**config.mk**
```make
export PLATFORM = sky130hd
export DESIGN_NAME = period_gate_gen
export DESIGN_NICKNAME = d
export VERILOG_FILES = /design/src/rtl/gg_pkg.sv /design/src/rtl/gg_edge_sync.sv /design/src/rtl/gg_holdoff.sv /design/src/rtl/gg_gate_ctrl.sv /design/src/rtl/period_gate_gen.sv
export SDC_FILE = /design/constraint.sdc
export NUM_CORES = 1
export LEC_CHECK = 0
export BUFFER_PORTS_ARGS = -buffer_cell sky130_fd_sc_hd__buf_4
export CORE_MARGIN = 5
export CORE_UTILIZATION = 40
export DETAILED_ROUTE_END_ITERATION = 10
export HOLD_SLACK_MARGIN = 0.05
export PLACE_DENSITY = 0.61
export RECOVER_POWER = 100
export SLEW_MARGIN = 20
export SYNTH_ARGS = -nofsm -noshare
export SYNTH_HDL_FRONTEND = slang
export SYNTH_HIERARCHICAL = 1
export SYNTH_SLANG_ARGS = --single-unit
```
**constraint.sdc**
```tcl
create_clock -name clk_i -period 2.2 [get_ports clk_i]
set_input_delay 0.55 -clock clk_i [delete_from_list [all_inputs] [get_ports clk_i]]
set_output_delay 0.55 -clock clk_i [all_outputs]
set_load 0.005 [all_outputs]
```
**src/rtl/gg_pkg.sv**
```systemverilog
package gg_pkg;
  typedef enum logic {
    MODE_PERIOD = 1'b0,
    MODE_PULSE  = 1'b1
  } meas_mode_e;
endpackage

```
**src/rtl/gg_edge_sync.sv**
```systemverilog
module gg_edge_sync #(
  parameter int unsigned SYNC_STAGES = 2
) (
  input  logic clk_i,
  input  logic rst_ni,
  input  logic sig_i,
  input  logic invert_i,
  output logic rise_o,
  output logic fall_o
);
  logic [SYNC_STAGES-1:0] sync_q;
  logic                   lvl;
  logic                   prev_q;
  logic                   valid_q;

  for (genvar i = 0; i < SYNC_STAGES; i++) begin : g_stage
    if (i == 0) begin : g_first
      always_ff @(posedge clk_i or negedge rst_ni) begin
        if (!rst_ni) sync_q[0] <= 1'b0;
        else         sync_q[0] <= sig_i;
      end
    end else begin : g_next
      always_ff @(posedge clk_i or negedge rst_ni) begin
        if (!rst_ni) sync_q[i] <= 1'b0;
        else         sync_q[i] <= sync_q[i-1];
      end
    end
  end

  assign lvl = sync_q[SYNC_STAGES-1] ^ invert_i;

  // valid_q masks the first cycle so a preset polarity is not seen as an edge
  always_ff @(posedge clk_i or negedge rst_ni) begin
    if (!rst_ni) begin
      prev_q  <= 1'b0;
      valid_q <= 1'b0;
    end else begin
      prev_q  <= lvl;
      valid_q <= 1'b1;
    end
  end

  assign rise_o = valid_q &  lvl & ~prev_q;
  assign fall_o = valid_q & ~lvl &  prev_q;
endmodule

```
**src/rtl/gg_holdoff.sv**
```systemverilog
module gg_holdoff #(
  parameter int unsigned HOLDOFF_CYC = 70_000_000,
  localparam int unsigned CNT_W = $clog2(HOLDOFF_CYC + 1)
) (
  input  logic clk_i,
  input  logic rst_ni,
  input  logic start_i,
  output logic active_o
);
  localparam logic [CNT_W-1:0] LOAD = CNT_W'(HOLDOFF_CYC);
  logic [CNT_W-1:0] cnt_q;

  always_ff @(posedge clk_i or negedge rst_ni) begin
    if (!rst_ni)             cnt_q <= '0;
    else if (start_i)        cnt_q <= LOAD;
    else if (cnt_q != '0)    cnt_q <= cnt_q - 1'b1;
  end

  assign active_o = (cnt_q != '0);
endmodule

```
**src/rtl/gg_gate_ctrl.sv**
```systemverilog
module gg_gate_ctrl
  import gg_pkg::*;
(
  input  logic       clk_i,
  input  logic       rst_ni,
  input  logic       rise_i,
  input  logic       fall_i,
  input  meas_mode_e mode_i,
  input  logic       block_i,
  output logic       gate_o,
  output logic       end_o,
  output logic       done_o
);
  logic gate_q;
  logic done_q;
  logic start;
  logic stop;

  assign start = ~gate_q & rise_i & ~block_i;
  // period: toggled by rising edges; pulse: cleared by the falling edge
  assign stop  = gate_q & ((mode_i == MODE_PULSE) ? fall_i : rise_i);

  always_ff @(posedge clk_i or negedge rst_ni) begin
    if (!rst_ni) begin
      gate_q <= 1'b0;
      done_q <= 1'b0;
    end else begin
      done_q <= stop;
      if (start)     gate_q <= 1'b1;
      else if (stop) gate_q <= 1'b0;
    end
  end

  assign gate_o = gate_q;
  assign end_o  = stop;
  assign done_o = done_q;
endmodule

```
**src/rtl/period_gate_gen.sv**
```systemverilog
module period_gate_gen
  import gg_pkg::*;
#(
  parameter int unsigned HOLDOFF_CYC = 70_000_000,
  parameter int unsigned SYNC_STAGES = 2
) (
  input  logic clk_i,
  input  logic rst_ni,
  input  logic sig_i,
  input  logic invert_i,
  input  logic pulse_mode_i,
  output logic gate_o,
  output logic gate_done_o,
  output logic holdoff_o
);
  logic       rise;
  logic       fall;
  logic       gate_end;
  logic       hold;
  meas_mode_e mode;

  assign mode = meas_mode_e'(pulse_mode_i);

  gg_edge_sync #(.SYNC_STAGES(SYNC_STAGES)) i_edge (
    .clk_i    (clk_i),
    .rst_ni   (rst_ni),
    .sig_i    (sig_i),
    .invert_i (invert_i),
    .rise_o   (rise),
    .fall_o   (fall)
  );

  gg_gate_ctrl i_gate (
    .clk_i   (clk_i),
    .rst_ni  (rst_ni),
    .rise_i  (rise),
    .fall_i  (fall),
    .mode_i  (mode),
    .block_i (hold),
    .gate_o  (gate_o),
    .end_o   (gate_end),
    .done_o  (gate_done_o)
  );

  gg_holdoff #(.HOLDOFF_CYC(HOLDOFF_CYC)) i_hold (
    .clk_i    (clk_i),
    .rst_ni   (rst_ni),
    .start_i  (gate_end),
    .active_o (hold)
  );

  assign holdoff_o = hold;
endmodule

```
* Word-level counts from Yosys, hierarchy flattened
Index checks and enable logic that the tools add are counted.
** Operators by class
- Multiplexer cells :: 5
- Add/subtract/negate cells :: 1
- Bitwise logic cells :: 12
- Reductions and logical operators :: 3
** Operators with widths (number)
- 27-bit 2-to-1 mux :: 2
- 27-bit nonzero test :: 1
- 27-bit by 1-bit subtractor with 27-bit output, second input constant :: 1
- 1-bit AND :: 7
- 1-bit NOT :: 4
- 2-bit nonzero test :: 2
- 1-bit 2-to-1 mux :: 3
- 1-bit XOR :: 1
** Word-level totals
- Bits in registers :: 33
- Input port bits :: 5
- Logic and storage cells :: 28
- Output and inout bits :: 3

* Logic depth before layout (Yosys ltp)
- Depth in word-level cells :: 8
- Gate-level depth with buffers :: 9
- Mapped depth without buffers :: 7

* Cells and area by module
Netlist, hierarchy kept.
** Modules (own cells, without submodules)
- gg_holdoff :: area each 1524.0 µm², cells an instance 154, sequential area each 675.6 µm², instances 1
- gg_edge_sync :: area each 130.1 µm², cells an instance 9, sequential area each 100.1 µm², instances 1
- gg_gate_ctrl :: area each 78.8 µm², cells an instance 6, sequential area each 50.0 µm², instances 1

* Least setup slack after synthesis
Ideal clock, no wire load.
- Path type :: reg2reg
- Start :: register i_hold.cnt_q[0]
- End :: register i_hold.cnt_q[23]
- Clock period less this slack :: 2354 ps
- Buffers on the path :: 1
- Library setup time :: 128 ps
- Stages on the path, launching flop included :: 9
- Required time :: 2072 ps
- Arrival :: 2227 ps
- Path slack :: -154 ps
- Path through :: dfrtp_1 > inv_1 > ha_1 > or3b_2 > or4_1 > buf_2 > o31ai_2 > nor3_1 > mux2_1
** On the way
- Cells in the longest elaborated chain, start to end :: 3
- Elaborated cells between the ends (all ways) :: 5
- Classes of those cells :: add/sub: 1; mux: 2; reduce/logical: 2
** Ends and longest elaborated chain
- from (decl) :: line gg_holdoff.sv:11 : logic [CNT_W-1:0] cnt_q;
- from (signal assigned) :: line gg_holdoff.sv:16 : else if (cnt_q != '0) cnt_q <= cnt_q - 1'b1;
- 27-bit by 1-bit subtractor with 27-bit output :: line gg_holdoff.sv:16
- 27-bit 2-to-1 mux :: line gg_holdoff.sv:16
- 27-bit 2-to-1 mux :: line gg_holdoff.sv:15 : else if (start_i) cnt_q <= LOAD;
Several ways; a longest one is shown, not always the timed one. The select of a mux whose other input is x is not followed.
A chain may end at the register's enable or synchronous reset.

* Final worst setup path
- Start :: register i_hold.cnt_q[1]
- End :: register i_hold.cnt_q[13]
Same word-level chain as after synthesis.

==> impl_results.md <==
* Total vias in the final route at 1436
* Headroom to the max-slew limit at 44.0%
* Final-report max-slew violation count at 0
* Leakage Power at a little over 0.9 nW
* Clock root buffer: sky130_fd_sc_hd__clkbuf_8
* Flops & latches, synth at 33
* Router iterations before antenna repair at 4
* Cell types occupying the most area after synthesis: sky130_fd_sc_hd__dfrtp_1 48%, sky130_fd_sc_hd__nor4b_4 4.1%, sky130_fd_sc_hd__xnor2_1 4.0%, sky130_fd_sc_hd__or3_1 3.2%, sky130_fd_sc_hd__nor2_1 2.8%
* Crit path kind: flip-flop to flip-flop
* Max Freq at 0.435 GHz
* Mapped Cells at 169
* Worst ir drop on vdd at around 310 uV
* Kind of cell adding the most delay to the critical path: simple AND/OR/NAND/NOR gates
* CP cell instances: inv_2 -> ha_4 -> or3b_4 -> or4_4 -> o31ai_4 -> buf_4 -> nor3_1 -> o21a_1
* Worst setup skew after layout at ~0.0060 ns
* Total number of yosys warnings at 6
* Final hold violations at 0
* Proportion of layout cells with a drive suffix above 1 at 40.9%
* Via density at between 5 and 6
* Total wirelength of the detailed-routed design at about 4200 um
* WHS at 0.357 ns
* Data arrival time at the worst-slack endpoint at about 2.5 ns
* Initial antenna violation count at 0
* Syn Nets at approximately 180
* Share of the synthesized area in the top cell type at between 40% and 50%
* Synthesized cell area at ~1700 um2
* Die area at 5750 um2
* Share of flip-flops with an asynchronous set or reset after synthesis at 100%
* Most repeated cell in the gate-level netlist after synthesis: sky130_fd_sc_hd__dfrtp_1
* Clock-pin slew on the worst setup and hold paths at roughly 0.070 ns
* Tmin final at approximately 2.3 ns
* Fin util at roughly 56%
* Routed wirelength normalized by instance count at ~16 um
* Count of boundary I/O pins at 8
* Post-detailed-route count of antenna-violating nets at 0
* Die boundary height at roughly 76 um
* Most used flip-flop cell after synthesis: sky130_fd_sc_hd__dfrtp_1
* Failing checks: negative setup slack
* MaxCap Viol Count at 0
* Buffering stage count on the worst path with inverters included at 2
* Initial Util at between 40 and 50%
* Overall global routing resource usage at 16.3%
* Startpoint of the worst register-to-register path: i_hold/cnt_q[1]$_DFFE_PN0P_
* Worst setup margin at -0.0976 ns
* Data required time at the worst endpoint at about 2.4 ns
* TritonCTS clock tree: yes
* Setup TNS at -1.15 ns
* H-tree lvl count at 2
* Fin nets at ~220
* Final setup violation count at 21
* Number of sinks driven by the clock tree at 33
* Port buffer count at 7
* Global route overflow at 0
* Avg Synthesized Cell Area at between 10 and 15 um2
* Signed area change from the synthesized netlist to the final layout at 38.3%
* Number of buffers added by the clock tree synthesis step at 5
* Insertion delay to the later sink of the worst-skew pair at approximately 0.28 ns
* Startpoint of the worst setup timing path: i_hold/cnt_q[1]$_DFFE_PN0P_
* Instance count after placement with tap cells included at around 250
* Cell taking the most area after synthesis: sky130_fd_sc_hd__dfrtp_1
* Weighted congestion reported at the end of routability-driven placement at 0.831
* Number of distinct library cells after synthesis at 48
* Delay of the slowest critical-path stage at 0.50 ns
* Capturing element type of the critical path: flip-flop
* Dpl hpwl at about 2800 um
* Iter 0 DRT Violations at 80
* Proportion of synthesized chip area in sequential cells at between 40% and 50%
* Final antenna diode count at 0
* Tightest Hold Check Type: input pin to async pin
* Status: complete, but fails checks
* Maximum clock insertion buffer count at 2
* Power density normalized to cell area at roughly 460 nW/um2
* Via count of the first global-routing pass at 1546
* Site row count at 24
* Max FO, Critical Path at 7
* Setup repair after global routing missed its margin: yes
* Final cell count without fillers at 267
* Standard cell with the maximum stage delay on the critical path: sky130_fd_sc_hd__or4_4
* Number of synthesized flops with an enable pin at 0
* Fin crit share at 104%
* Transition time at the pin with the least slew margin at 0.839 ns
* Maximum number of pins on one net before global-route repair at 34
* Commonest cells in the netlist: 33 x sky130_fd_sc_hd__dfrtp_1, 13 x sky130_fd_sc_hd__nor2_1, 9 x sky130_fd_sc_hd__nor3_1, 9 x sky130_fd_sc_hd__or3_1, 8 x sky130_fd_sc_hd__xnor2_1
* Type of origin of the critical path: flip-flop
* Core region area at around 4300 um2
* Number of filler cells placed in the layout at ~350
* DRC errors left at 0
* Horiz. Die Dim at 75.8 um
* Global-route wire length before repair at 7090 um
[layout by cell type, fill, tap and decap left out, types with 3 or more instances in the layout]
cell type | netlist | routed
sky130_fd_sc_hd__buf_4 | 1 | 36
sky130_fd_sc_hd__dfrtp_1 | 33 | 33
sky130_fd_sc_hd__nor2_1 | 13 | 12
sky130_fd_sc_hd__xnor2_1 | 8 | 8
sky130_fd_sc_hd__or3_1 | 9 | 8
sky130_fd_sc_hd__nor3_1 | 9 | 7
sky130_fd_sc_hd__clkbuf_8 | 0 | 6
sky130_fd_sc_hd__nand3_1 | 6 | 6
sky130_fd_sc_hd__o21ai_0 | 6 | 5
sky130_fd_sc_hd__inv_1 | 6 | 4
sky130_fd_sc_hd__nor4_2 | 0 | 4
sky130_fd_sc_hd__or4_4 | 0 | 4
sky130_fd_sc_hd__o21a_1 | 4 | 4
sky130_fd_sc_hd__nand2_1 | 4 | 4
sky130_fd_sc_hd__buf_6 | 1 | 4
sky130_fd_sc_hd__clkbuf_4 | 0 | 4
sky130_fd_sc_hd__nor4b_4 | 3 | 3
sky130_fd_sc_hd__xor2_1 | 3 | 3
sky130_fd_sc_hd__nand2b_1 | 3 | 3
[report_power, final]
| group | leakage [nW] | internal, mW | total, mW | switching [mW] |
|---|---|---|---|---|
| sequential | 0.359 | 0.612 | 0.613 | 0.00185 |
| clock | 0.0443 | 0.248 | 0.457 | 0.209 |
| combinational | 0.513 | 0.00733 | 0.0234 | 0.0161 |
| total | 0.917 | 0.867 | 1.09 | 0.227 |
[kinds of logic (layout without fill, tap and decap cells)]
| logic type | Yosys count | after routing | synth area share (%) |
|---|---|---|---|
| flops | 33 | 33 | 47.7 |
| compound gates | 28 | 28 | 11.3 |
| xor+xnor | 11 | 11 | 5.56 |
| mux | 3 | 3 | 1.81 |
| other cells | 1 | 1 | 0.216 |
| buf+inv | 15 | 61 | 3.97 |
| fa+ha+maj | 1 | 1 | 0.722 |
| simple gates | 77 | 77 | 28.8 |
[state kept, by name (all words and copies together) (netlist names)]
name and flops:
i_edge/sync_q 2, i_edge/prev_q 1, i_gate/gate_o 1, i_edge/valid_q 1, i_hold/cnt_q 27, i_gate/done_o 1
[cell type report]
cell class,instances,area (um2),area share (%)
tap,52,65.1,2.72
inverter,6,22.5,0.940
multi-input combinational,121,1000,41.8
sequential,33,826,34.5
clock buffer,7,86.3,3.60
timing repair buffer,48,394,16.4
[per-stage QoR]
stage / area [um2] / worst slack [ns] / total power, mW
floorplan: 1810 / -0.124 / 0.630
global placement: 2070 / -0.134 / 0.649
detailed placement: 2070 / -0.193 / 0.650
CTS: 2320 / -0.105 / 1.11
global route: 2400 / -0.192 / 1.13
finish: 2400 / -0.0976 / 1.09
[timing repair]
action                                  in CTS  in global routing
setup buffers                               10                  3
cloned                                       1                  0
pin swaps                                   11                  9
endpoints found under the setup margin      26                 26
hold buffers                                 0                  0
resized for setup                           15                 12
[worst paths after layout]
check / to / slack [ns] / cells after the start
setup / recovery: i_hold/cnt_q[13]$_DFFE_PN0P_ / -0.1 / 8
hold / removal: i_hold/cnt_q[9]$_DFFE_PN0P_ / 0.36 / 1
setup reg to reg: i_hold/cnt_q[13]$_DFFE_PN0P_ / -0.1 / 8
hold reg to reg: i_edge/sync_q[1]$_DFF_PN0_ / 0.36 / 0
max in group asynchronous: i_hold/cnt_q[25]$_DFFE_PN0P_ / 1.31 / 1
min in group clk_i: i_edge/sync_q[1]$_DFF_PN0_ / 0.36 / 0
[metal layers]
metal	track usage (%)	wire length, um	share of wire (%)	vias to the layer above
met5	0	0	0	-
met4	7.38	87	2.1	0
met1	19.5	1880	45	711
met2	27.6	2090	50	18
li1	-	-	-	699
met3	4.09	111	2.7	8
[worst register-to-register path: stages (launching register included)]
cell	delay, ns
sky130_fd_sc_hd__dfrtp_1	0.39
sky130_fd_sc_hd__inv_2	0.08
sky130_fd_sc_hd__ha_4	0.13
sky130_fd_sc_hd__or3b_4	0.38
sky130_fd_sc_hd__or4_4	0.50
sky130_fd_sc_hd__o31ai_4	0.28
sky130_fd_sc_hd__buf_4	0.20
sky130_fd_sc_hd__nor3_1	0.05
sky130_fd_sc_hd__o21a_1	0.18
Power figures use the tool's default switching activity.
